===== src/rtl/susp_pkg.sv =====
package susp_pkg;

    localparam logic [7:0] A_PMEN       = 8'h80;
    localparam logic [7:0] A_IRQ_RELOAD = 8'h8C;
    localparam logic [7:0] A_VID_RELOAD = 8'h8D;
    localparam logic [7:0] A_OFF        = 8'h94;
    localparam logic [7:0] A_ON         = 8'h95;
    localparam logic [7:0] A_CFG        = 8'h96;

    localparam int PM_GLOBAL = 0;
    localparam int PM_IRQ    = 3;
    localparam int PM_VID    = 4;
    localparam int CFG_MOD   = 0;

    localparam int N_SPD = 2;

    typedef enum logic [1:0] {PH_IDLE, PH_ON, PH_OFF} phase_e;

    typedef struct packed {
        logic [7:0] pmen;
        logic [7:0] irq_reload;
        logic [7:0] vid_reload;
        logic [7:0] off_len;
        logic [7:0] on_len;
        logic [7:0] cfg;
    } regs_t;

    typedef struct packed {
        phase_e     ph;
        logic [7:0] len;
    } step_t;

    // Choose the phase that follows; zero-length phases are skipped.
    function automatic step_t pick_next(input logic from_on,
                                        input logic [7:0] on_len,
                                        input logic [7:0] off_len);
        step_t s;
        s.ph  = PH_IDLE;
        s.len = '0;
        if (from_on) begin
            if (off_len != 8'd0) begin
                s.ph = PH_OFF; s.len = off_len;
            end else if (on_len != 8'd0) begin
                s.ph = PH_ON;  s.len = on_len;
            end
        end else begin
            if (on_len != 8'd0) begin
                s.ph = PH_ON;  s.len = on_len;
            end else if (off_len != 8'd0) begin
                s.ph = PH_OFF; s.len = off_len;
            end
        end
        return s;
    endfunction

endpackage


===== src/rtl/susp_div.sv =====
module susp_div #(
    parameter int unsigned DIV = 4
) (
    input  logic clk,
    input  logic rst,
    input  logic clr,
    output logic pulse
);
    localparam int W = (DIV > 1) ? $clog2(DIV) : 1;
    localparam logic [W-1:0] LAST = W'(DIV - 1);

    logic [W-1:0] cnt;

    always_ff @(posedge clk) begin
        if (rst || clr)
            cnt <= '0;
        else if (cnt == LAST)
            cnt <= '0;
        else
            cnt <= cnt + 1'b1;
    end

    assign pulse = (cnt == LAST) && !clr;
endmodule


===== src/rtl/susp_regs.sv =====
module susp_regs
    import susp_pkg::*;
(
    input  logic       clk,
    input  logic       rst,
    input  logic       wr_en,
    input  logic [7:0] addr,
    input  logic [7:0] wdata,
    output logic [7:0] rdata,
    output regs_t      q
);
    always_ff @(posedge clk) begin
        if (rst) begin
            q <= '0;
        end else if (wr_en) begin
            case (addr)
                A_PMEN:       q.pmen       <= wdata;
                A_IRQ_RELOAD: q.irq_reload <= wdata;
                A_VID_RELOAD: q.vid_reload <= wdata;
                A_OFF:        q.off_len    <= wdata;
                A_ON:         q.on_len     <= wdata;
                A_CFG:        q.cfg        <= wdata;
                default: ;
            endcase
        end
    end

    always_comb begin
        case (addr)
            A_PMEN:       rdata = q.pmen;
            A_IRQ_RELOAD: rdata = q.irq_reload;
            A_VID_RELOAD: rdata = q.vid_reload;
            A_OFF:        rdata = q.off_len;
            A_ON:         rdata = q.on_len;
            A_CFG:        rdata = q.cfg;
            default:      rdata = 8'h00;
        endcase
    end
endmodule


===== src/rtl/susp_seq.sv =====
module susp_seq
    import susp_pkg::*;
(
    input  logic       clk,
    input  logic       rst,
    input  logic       tick,
    input  logic       active,
    input  logic [7:0] on_len,
    input  logic [7:0] off_len,
    output logic       in_on
);
    phase_e     ph;
    logic [7:0] rem;
    step_t      nxt;

    // The counts are sampled only here, at a boundary.
    always_comb nxt = pick_next(ph == PH_ON, on_len, off_len);

    always_ff @(posedge clk) begin
        if (rst || !active) begin
            ph  <= PH_IDLE;
            rem <= '0;
        end else if (tick) begin
            if (ph == PH_IDLE || rem == 8'd1) begin
                ph  <= nxt.ph;
                rem <= nxt.len;
            end else begin
                rem <= rem - 1'b1;
            end
        end
    end

    assign in_on = (ph == PH_ON);
endmodule


===== src/rtl/susp_spdup.sv =====
module susp_spdup #(
    parameter int unsigned MS_DIV = 33000
) (
    input  logic       clk,
    input  logic       rst,
    input  logic       arm,
    input  logic       act,
    input  logic [7:0] reload,
    output logic       busy
);
    logic       load;
    logic       ms_pulse;
    logic [7:0] remain;

    assign load = act && arm;

    susp_div #(.DIV(MS_DIV)) u_ms (
        .clk  (clk),
        .rst  (rst),
        .clr  (load),
        .pulse(ms_pulse)
    );

    always_ff @(posedge clk) begin
        if (rst)
            remain <= '0;
        else if (load)
            remain <= reload;
        else if (ms_pulse && remain != 8'd0)
            remain <= remain - 1'b1;
    end

    assign busy = arm && (remain != 8'd0);
endmodule


===== src/rtl/susp_mod_top.sv =====
module susp_mod_top
    import susp_pkg::*;
#(
    parameter int unsigned TICK_DIV = 1056,
    parameter int unsigned MS_DIV   = 33000
) (
    input  logic       clk,
    input  logic       rst,
    input  logic       wr_en,
    input  logic [7:0] addr,
    input  logic [7:0] wdata,
    output logic [7:0] rdata,
    input  logic       irq_act,
    input  logic       vid_act,
    output logic       susp_n
);
    regs_t            regs_q;
    logic             tick;
    logic             active;
    logic             in_on;
    logic [N_SPD-1:0] spd_act;
    logic [N_SPD-1:0] spd_arm;
    logic [N_SPD-1:0] spd_busy;
    logic [7:0]       spd_load [N_SPD];
    logic             busy_any;

    susp_regs u_regs (
        .clk  (clk),
        .rst  (rst),
        .wr_en(wr_en),
        .addr (addr),
        .wdata(wdata),
        .rdata(rdata),
        .q    (regs_q)
    );

    susp_div #(.DIV(TICK_DIV)) u_tick (
        .clk  (clk),
        .rst  (rst),
        .clr  (1'b0),
        .pulse(tick)
    );

    assign active = regs_q.pmen[PM_GLOBAL] && regs_q.cfg[CFG_MOD];

    susp_seq u_seq (
        .clk    (clk),
        .rst    (rst),
        .tick   (tick),
        .active (active),
        .on_len (regs_q.on_len),
        .off_len(regs_q.off_len),
        .in_on  (in_on)
    );

    assign spd_act     = {vid_act, irq_act};
    assign spd_arm     = {regs_q.pmen[PM_VID], regs_q.pmen[PM_IRQ]};
    assign spd_load[0] = regs_q.irq_reload;
    assign spd_load[1] = regs_q.vid_reload;

    for (genvar g = 0; g < N_SPD; g++) begin : g_spd
        susp_spdup #(.MS_DIV(MS_DIV)) u_spd (
            .clk   (clk),
            .rst   (rst),
            .arm   (spd_arm[g]),
            .act   (spd_act[g]),
            .reload(spd_load[g]),
            .busy  (spd_busy[g])
        );
    end

    assign busy_any = |spd_busy;
    assign susp_n   = !(in_on && !busy_any);
endmodule


===== config.mk =====
export PLATFORM = sky130hd
export DESIGN_NAME = susp_mod_top
export DESIGN_NICKNAME = d
export VERILOG_FILES = /design/src/rtl/susp_pkg.sv /design/src/rtl/susp_div.sv /design/src/rtl/susp_regs.sv /design/src/rtl/susp_seq.sv /design/src/rtl/susp_spdup.sv /design/src/rtl/susp_mod_top.sv
export SDC_FILE = /design/constraint.sdc
export NUM_CORES = 1
export LEC_CHECK = 0
export CAP_MARGIN = 20
export CORE_MARGIN = 1.5
export CORE_UTILIZATION = 35
export DETAILED_ROUTE_END_ITERATION = 10
export PLACE_DENSITY = 0.62
export SLEW_MARGIN = 5
export SYNTH_ARGS = -nofsm -noshare
export SYNTH_HDL_FRONTEND = slang
export SYNTH_SLANG_ARGS = --single-unit

===== constraint.sdc =====
create_clock -name clk -period 2.6 [get_ports clk]
set_input_delay 0.52 -clock clk [delete_from_list [all_inputs] [get_ports clk]]
set_output_delay 0.52 -clock clk [all_outputs]
set_load 0.02 [all_outputs]

==> out/qor.yml, run 1 <==
sta:
  finalHoldViolations: 0
  hold_slack_ns: 0.437
  finalSetupViolCount: 1
  post-route-period-util_pct: 101
  worst_pin_slew_ns: 0.752
  rsz0062_at_grt: "true"
  slew_viol_final: 0
  worst_slack_ns: -0.0131
  fmax_ghz: 0.383
  skew_ns: 0.00849
  totalNegativeSetupSlack_ns: -0.0131
  finalCriticalPeriod_ns: 2.61
  max-slew-margin-rel_pct: 49.9
pwr:
  switchingPower_uw: 892
  p_clk_share_pct: 52.7
  sw_frac_of_total_pct: 21.4
  vdd_drop_max_mv: 0.420
  p_int_mw: 3.28
  power_frac_seq_pct: 43.6
  power.leakage_nw: 2.67
  p_comb_share_pct: 3.7
  powerDensity_nw_per_um2: 599
worst_setup_path:
  startpoint: "addr[4]"
  worst-path-buf-inv: 3
  path_max_fanout: 5
  crit_path_top_delay_cell: "or4b_4"
  r2r-start: "g_spd[1].u_spd.u_ms.cnt[11]$_SDFF_PP0_"
  cp_top_family: "simple AND/OR/NAND/NOR gates"
  critical-path-max-stage-delay_ns: 0.58
  crit_required_ns: 2.08
  crit_arrival_ns: 2.09
  crit_chain: "buf_6, or4b_4, nor4b_4, buf_4, a22oi_2, nand2_2, buf_6"
  cp_common_cell: "buf_6"
  path_class: "primary input to primary output"
  start_kind: "primary input"
  end_kind: "primary output"
routing:
  drtAntennaViolNets: 0
  drt-met1-wl_um: 6310
  dr_total_vias: 5041
  drtPass1Iterations: 5
  wl_met3_um: 686
  drc: 0
  drt-initial-drc-count: 405
  routed_wl_um: 13900
  viasPerCell: 5.32
  wl_met2_um: 6670
  topRoutingLayerUsed: "met4"
  wl_per_cell_um: 14.7
global_routing:
  grt_pass1_wl_um: 22700
  grt_usage_pct: 17.4
  gr-total-overflow: 0
  grt_max_degree: 32
  grt_pass1_vias: 4802
  antenna_found_initial: 0
place:
  io_buffers: 29
  dpl.hpwl_um: 9880
  dp.cells: 910
  gp_congestion: 0.859
floorplanning:
  fp.coreArea_um2: 15800
  start_util_pct: 35.5
  ios: 30
  die_area_um2: 16800
  die_height_um: 130
  die_x_um: 130
  rows: 46
finish:
  fillers: 1538
  drive_above_1_share_pct: 14.2
  diodes: 0
  syn_to_final_growth_pct: 24.5
  final_nets: 749
  layout.cells.non_filler: 948
yosys:
  ys_ff_latch: 117
  yosysSeqAreaShare_pct: 41.8
  postSynthNetCount: 693
  synth_edf_count: 0
  yosys_most_used_dff: "dfxtp_1"
  yosys_warnings: 0
  syn_inst: 663
  async_flop_share_pct: 0
  synth_cell_type_count: 50
  syn_avg_cell_area_um2: 8.45
  syn_area_um2: 5600
run_status:
  outcome: "finished with violations"
  violations: "negative setup slack"
clock_network:
  clk_pin_slew_worst_paths_ns: 0.05
  clk_latency_ns: 0.41
  clock_sinks: 117
  cts_buffers: 17
  cts_root_buf: "clkbuf_16"
  postCtsHoldBufs: 0
  cts_tree: "done"
  cts.path.max_buffers: 2
  htree_levels: 4
flow_run:
  drv_cap: 0
hold_path:
  hp-class: "flop to flop"
  hp-start: "g_spd[0].u_spd.u_ms.cnt[0]$_SDFF_PP0_"
path summary, 6_finish.rpt:
kind | slack [ns] | to | cells after the start
setup / recovery | -0.01 | rdata[6] | 7
hold / removal | 0.44 | g_spd[0].u_spd.u_ms.cnt[0]$_SDFF_PP0_ | 1
setup reg to reg | 0.46 | g_spd[1].u_spd.remain[6]$_SDFFE_PP0P_ | 5
hold reg to reg | 0.44 | g_spd[0].u_spd.u_ms.cnt[0]$_SDFF_PP0_ | 1
per-stage QoR:
step	instance area [µm²]	utilization (%)	setup WS [ns]	total power [mW]
after floorplan	5610	-	0.0793	1.93
after global placement	6300	39.9	-0.799	2.00
after detailed placement	6300	39.9	-0.826	2.01
after CTS	6920	43.9	0.00625	4.21
after global routing	6970	44.2	-0.0634	4.32
final	6970	44.2	-0.0131	4.17
state kept, by name (all words and copies together), names as in the netlist:
name,cells
u_regs.q,48
g_spd.u_spd.u_ms.cnt,32
g_spd.u_spd.remain,16
u_tick.cnt,11
u_seq.rem,8
u_seq.ph,2
Yosys cell counts, drive strengths merged, types with 3 or more instances:
library cell / number / area, µm²
a22oi: 19 / 143
a211oi: 14 / 105
or4: 6 / 48.8
clkbuf: 21 / 80.1
buf: 8 / 41.3
nand2: 72 / 270
nand4b: 4 / 35.0
o21ai: 25 / 129
nor3: 7 / 35.0
nor2b: 3 / 18.8
xnor2: 12 / 105
dfxtp: 117 / 2340
and4: 5 / 43.8
nor2: 88 / 330
o211ai: 8 / 60.1
or3: 11 / 71.3
nor4: 7 / 73.8
and3: 9 / 56.3
o31ai: 3 / 22.5
inv: 14 / 52.6
nand4: 18 / 113
nand3: 45 / 225
nand3b: 3 / 22.5
xor2: 30 / 263
a21oi: 45 / 225
mux2i: 32 / 320
a221oi: 3 / 26.3
ha: 9 / 113
nand2b: 4 / 25.0
nor4b: 5 / 73.8
cells by family (layout without fill, tap and decap cells):
logic type               Yosys count  count (layout)  synth area share [%]
adder cells (fa/ha/maj)            9               9                  2.01
buffers and inverters             43             112                  3.10
XOR/XNOR                          42              42                  6.57
AND/OR/NAND/NOR                  293             293                  26.6
multiplexers                      32              32                  5.72
flip-flops                       117             117                  41.8
AO/OA/AOI/OAI                    127             127                  14.2
metal layers:
metal | track usage (%) | up-vias
li1 | - | 2499
met1 | 21.1 | 2396
met2 | 28.8 | 124
met4 | 7.25 | 0
met3 | 5.00 | 22
met5 | 0 | -
area by class of cell:
| type | count | area (µm²) | area share (%) |
|---|---|---|---|
| multi-input cells | 503 | 3150 | 45.1 |
| flip-flops and latches | 117 | 2340 | 33.6 |
| repair buffers | 66 | 598 | 8.58 |
| clock buffers | 24 | 492 | 7.05 |
| clock inverters | 8 | 73.8 | 1.06 |
| inverters | 14 | 52.6 | 0.753 |
| well taps | 216 | 270 | 3.88 |
timing repair:
action	in CTS	in global routing
setup endpoints to repair	9	9
pin swaps	4	7
gates cloned	1	0
buffers inserted	5	0
resized for setup	69	17
cell usage in the layout, fill, tap and decap left out, types with 4 or more instances in the layout:
cell and instances:
a211oi_1 14, a21oi_1 45, a22oi_1 12, a22oi_2 7, and3_1 9, and4_1 5
buf_4 33, buf_6 12, clkbuf_16 17, clkbuf_8 4, clkdlybuf4s50_1 13, clkinv_2 4
dfxtp_1 117, ha_1 9, inv_1 14, mux2i_1 32, nand2_1 69, nand2b_1 4
nand3_1 45, nand4_1 18, nand4b_1 4, nor2_1 88, nor3_1 7, o211ai_1 8
o21ai_0 23, or3_1 9, or4_1 5, xnor2_1 12, xor2_1 30
power groups by stage:
| stage | sequential (mW) | combinational (mW) | clock, mW |
|---|---|---|---|
| 2_1_floorplan | 1.85 | 0.0718 | 0 |
| 3_3_place_gp | 1.86 | 0.147 | 0 |
| 3_5_place_dp | 1.86 | 0.151 | 0 |
| 4_1_cts | 1.82 | 0.155 | 2.24 |
| 5_1_grt | 1.82 | 0.167 | 2.33 |
| 6_report | 1.82 | 0.154 | 2.20 |
Note: power is estimated with default switching activity, not from simulation.
==> run 2, diff against run 1 <==
--- a/config.mk
+++ b/config.mk
@@ -9,7 +9,8 @@
 export CORE_MARGIN = 1.5
 export CORE_UTILIZATION = 35
 export DETAILED_ROUTE_END_ITERATION = 10
-export PLACE_DENSITY = 0.62
+export DONT_BUFFER_PORTS = 1
+export PLACE_DENSITY = 0.6
 export SLEW_MARGIN = 5
 export SYNTH_ARGS = -nofsm -noshare
 export SYNTH_HDL_FRONTEND = slang
==> out/qor.yml, run 2 (synthesis gave the netlist of run 1 again) <==
run_status:
  outcome: "finished clean"
finish:
  reg.largest.list: "u_regs.q x48, g_spd.u_spd.u_ms.cnt x32, g_spd.u_spd.remain x16"
  diodes: 0
  layout.cells.non_filler: 892
  fillers: 1581
  syn_to_final_growth_pct: 15.4
  final_cell_mix: "117 x dfxtp_1, 88 x nor2_1, 72 x nand2_1"
  top_register: "u_regs.q"
  final_nets: 694
  largest_register_ffs: 48
  drive_above_1_share_pct: 7.99
  layout_commonest_cell: "dfxtp_1"
clock_network:
  htree_levels: 4
  clock_sinks: 117
  cts_tree: "done"
  clk_pin_slew_worst_paths_ns: 0.05
  cts.path.max_buffers: 2
  cts_root_buf: "clkbuf_16"
  cts_buffers: 17
  clk_latency_ns: 0.40
hold_path:
  hold_end: "u_regs.q[3]$_SDFFE_PP0P_"
  hp-start: "rst"
  whs_path_depth: 1
  hp-class: "primary input to flop"
sta:
  skew_ns: 0.00955
  worst_slack_ns: 0.0869
  finalCriticalPeriod_ns: 2.51
  post-route-period-util_pct: 96.7
  hold_slack_ns: 0.213
  finalHoldViolations: 0
  worst_pin_slew_ns: 0.738
  totalNegativeSetupSlack_ns: 0
  rsz0062_at_grt: "false"
  finalSetupViolCount: 0
  max-slew-margin-rel_pct: 50.8
  fmax_ghz: 0.398
  slew_viol_final: 0
routing:
  wl_per_cell_um: 15.4
  routed_wl_um: 13800
  drtAntennaViolNets: 0
  drc: 0
  drt-initial-drc-count: 274
  viasPerCell: 5.37
  drtPass1Iterations: 5
  dr_total_vias: 4793
worst_setup_path:
  path_class: "primary input to primary output"
  cp_top_family: "simple AND/OR/NAND/NOR gates"
  path_max_fanout: 11
  crit_required_ns: 2.08
  worst-path-buf-inv: 1
  r2r-start: "u_seq.rem[0]$_SDFFE_PP0N_"
  regToRegSetupSlack_ns: 0.44
  end_kind: "primary output"
  crit_chain: "or4b_4, nor4b_4, buf_4, a22oi_1, nand2_1"
  crit_arrival_ns: 1.99
  ff2ff_path_depth: 6
  r2r-end: "u_seq.rem[1]$_SDFFE_PP0N_"
  critical-path-max-stage-delay_ns: 0.59
  crit_path_top_delay_cell: "or4b_4"
  start_kind: "primary input"
place:
  io_buffers: 0
  place_ws_ns: 0.0914
  dpl.hpwl_um: 9680
  gp_congestion: 0.839
  dp.cells: 861
floorplanning:
  start_util_pct: 35.5
  die_height_um: 130
  rows: 46
  ios: 30
  fp.coreArea_um2: 15800
  die_area_um2: 16800
  die_x_um: 130
pwr:
  switchingPower_uw: 835
  power_frac_seq_pct: 42.7
  power_mw: 4.26
  p_int_mw: 3.43
  sw_frac_of_total_pct: 19.6
  vdd_drop_max_mv: 0.430
  p_clk_share_pct: 56.0
  powerDensity_nw_per_um2: 659
  power.leakage_nw: 2.40
  p_comb_share_pct: 1.3
global_routing:
  antenna_found_initial: 0
  gr-total-overflow: 0
  grt_max_degree: 73
  grt_pass1_wl_um: 22700
  grt_pass1_vias: 4540
  grt_usage_pct: 17.3
flow_run:
  drv_cap: 0
[run 2: per-stage QoR]
stage / cell area (µm²) / utilization [%]
floorplan: 5610 / -
global placement: 5850 / 37.1
detailed placement: 5850 / 37.1
CTS: 6460 / 41.0
global route: 6470 / 41.0
finish: 6470 / 41.0
[run 2: worst max-delay path by stage]
stage	from	to	slack (ns)	cells after the start
detailed placement	addr[5]	rdata[5]	0.09	5
global route	g_spd[1].u_spd.remain[2]$_SDFFE_PP0P_	susp_n	0.03	3
floorplan	addr[5]	rdata[0]	0.08	5
finish	addr[5]	rdata[5]	0.09	5
global placement	addr[5]	rdata[5]	0.09	5
CTS	addr[5]	rdata[5]	0.09	5
[run 2: layout make-up]
type / count / area [µm²] / share of cell area (%)
multi-input cells: 503 / 3100 / 47.9
clock buffers: 22 / 484 / 7.49
repair buffers: 11 / 95.1 / 1.47
flip-flops and latches: 117 / 2340 / 36.2
inverters: 14 / 52.6 / 0.813
well taps: 216 / 270 / 4.18
clock inverters: 9 / 125 / 1.93
[run 2: power by group through the flow]
stage               clock network, mW  logic, mW  registers [mW]
detailed placement                  0     0.0536            1.86
CTS                              2.43     0.0536            1.82
global route                     2.52     0.0617            1.82
global placement                    0     0.0511            1.86
floorplan                           0     0.0718            1.85
finish                           2.39     0.0533            1.82
[run 2: repair_timing]
item	in CTS	in global routing
endpoints found under the setup margin	0	1
gates resized for setup	0	1
hold buffers	0	0
setup buffers	0	0
[run 2: metal layers]
layer / vias up / wire [µm] / global-route usage (%)
met2: 138 / 6530 / 28.3
met3: 12 / 828 / 5.37
met4: 0 / 207 / 6.27
met5: - / 0 / 0
met1: 2269 / 6190 / 21.4
li1: 2374 / - / -
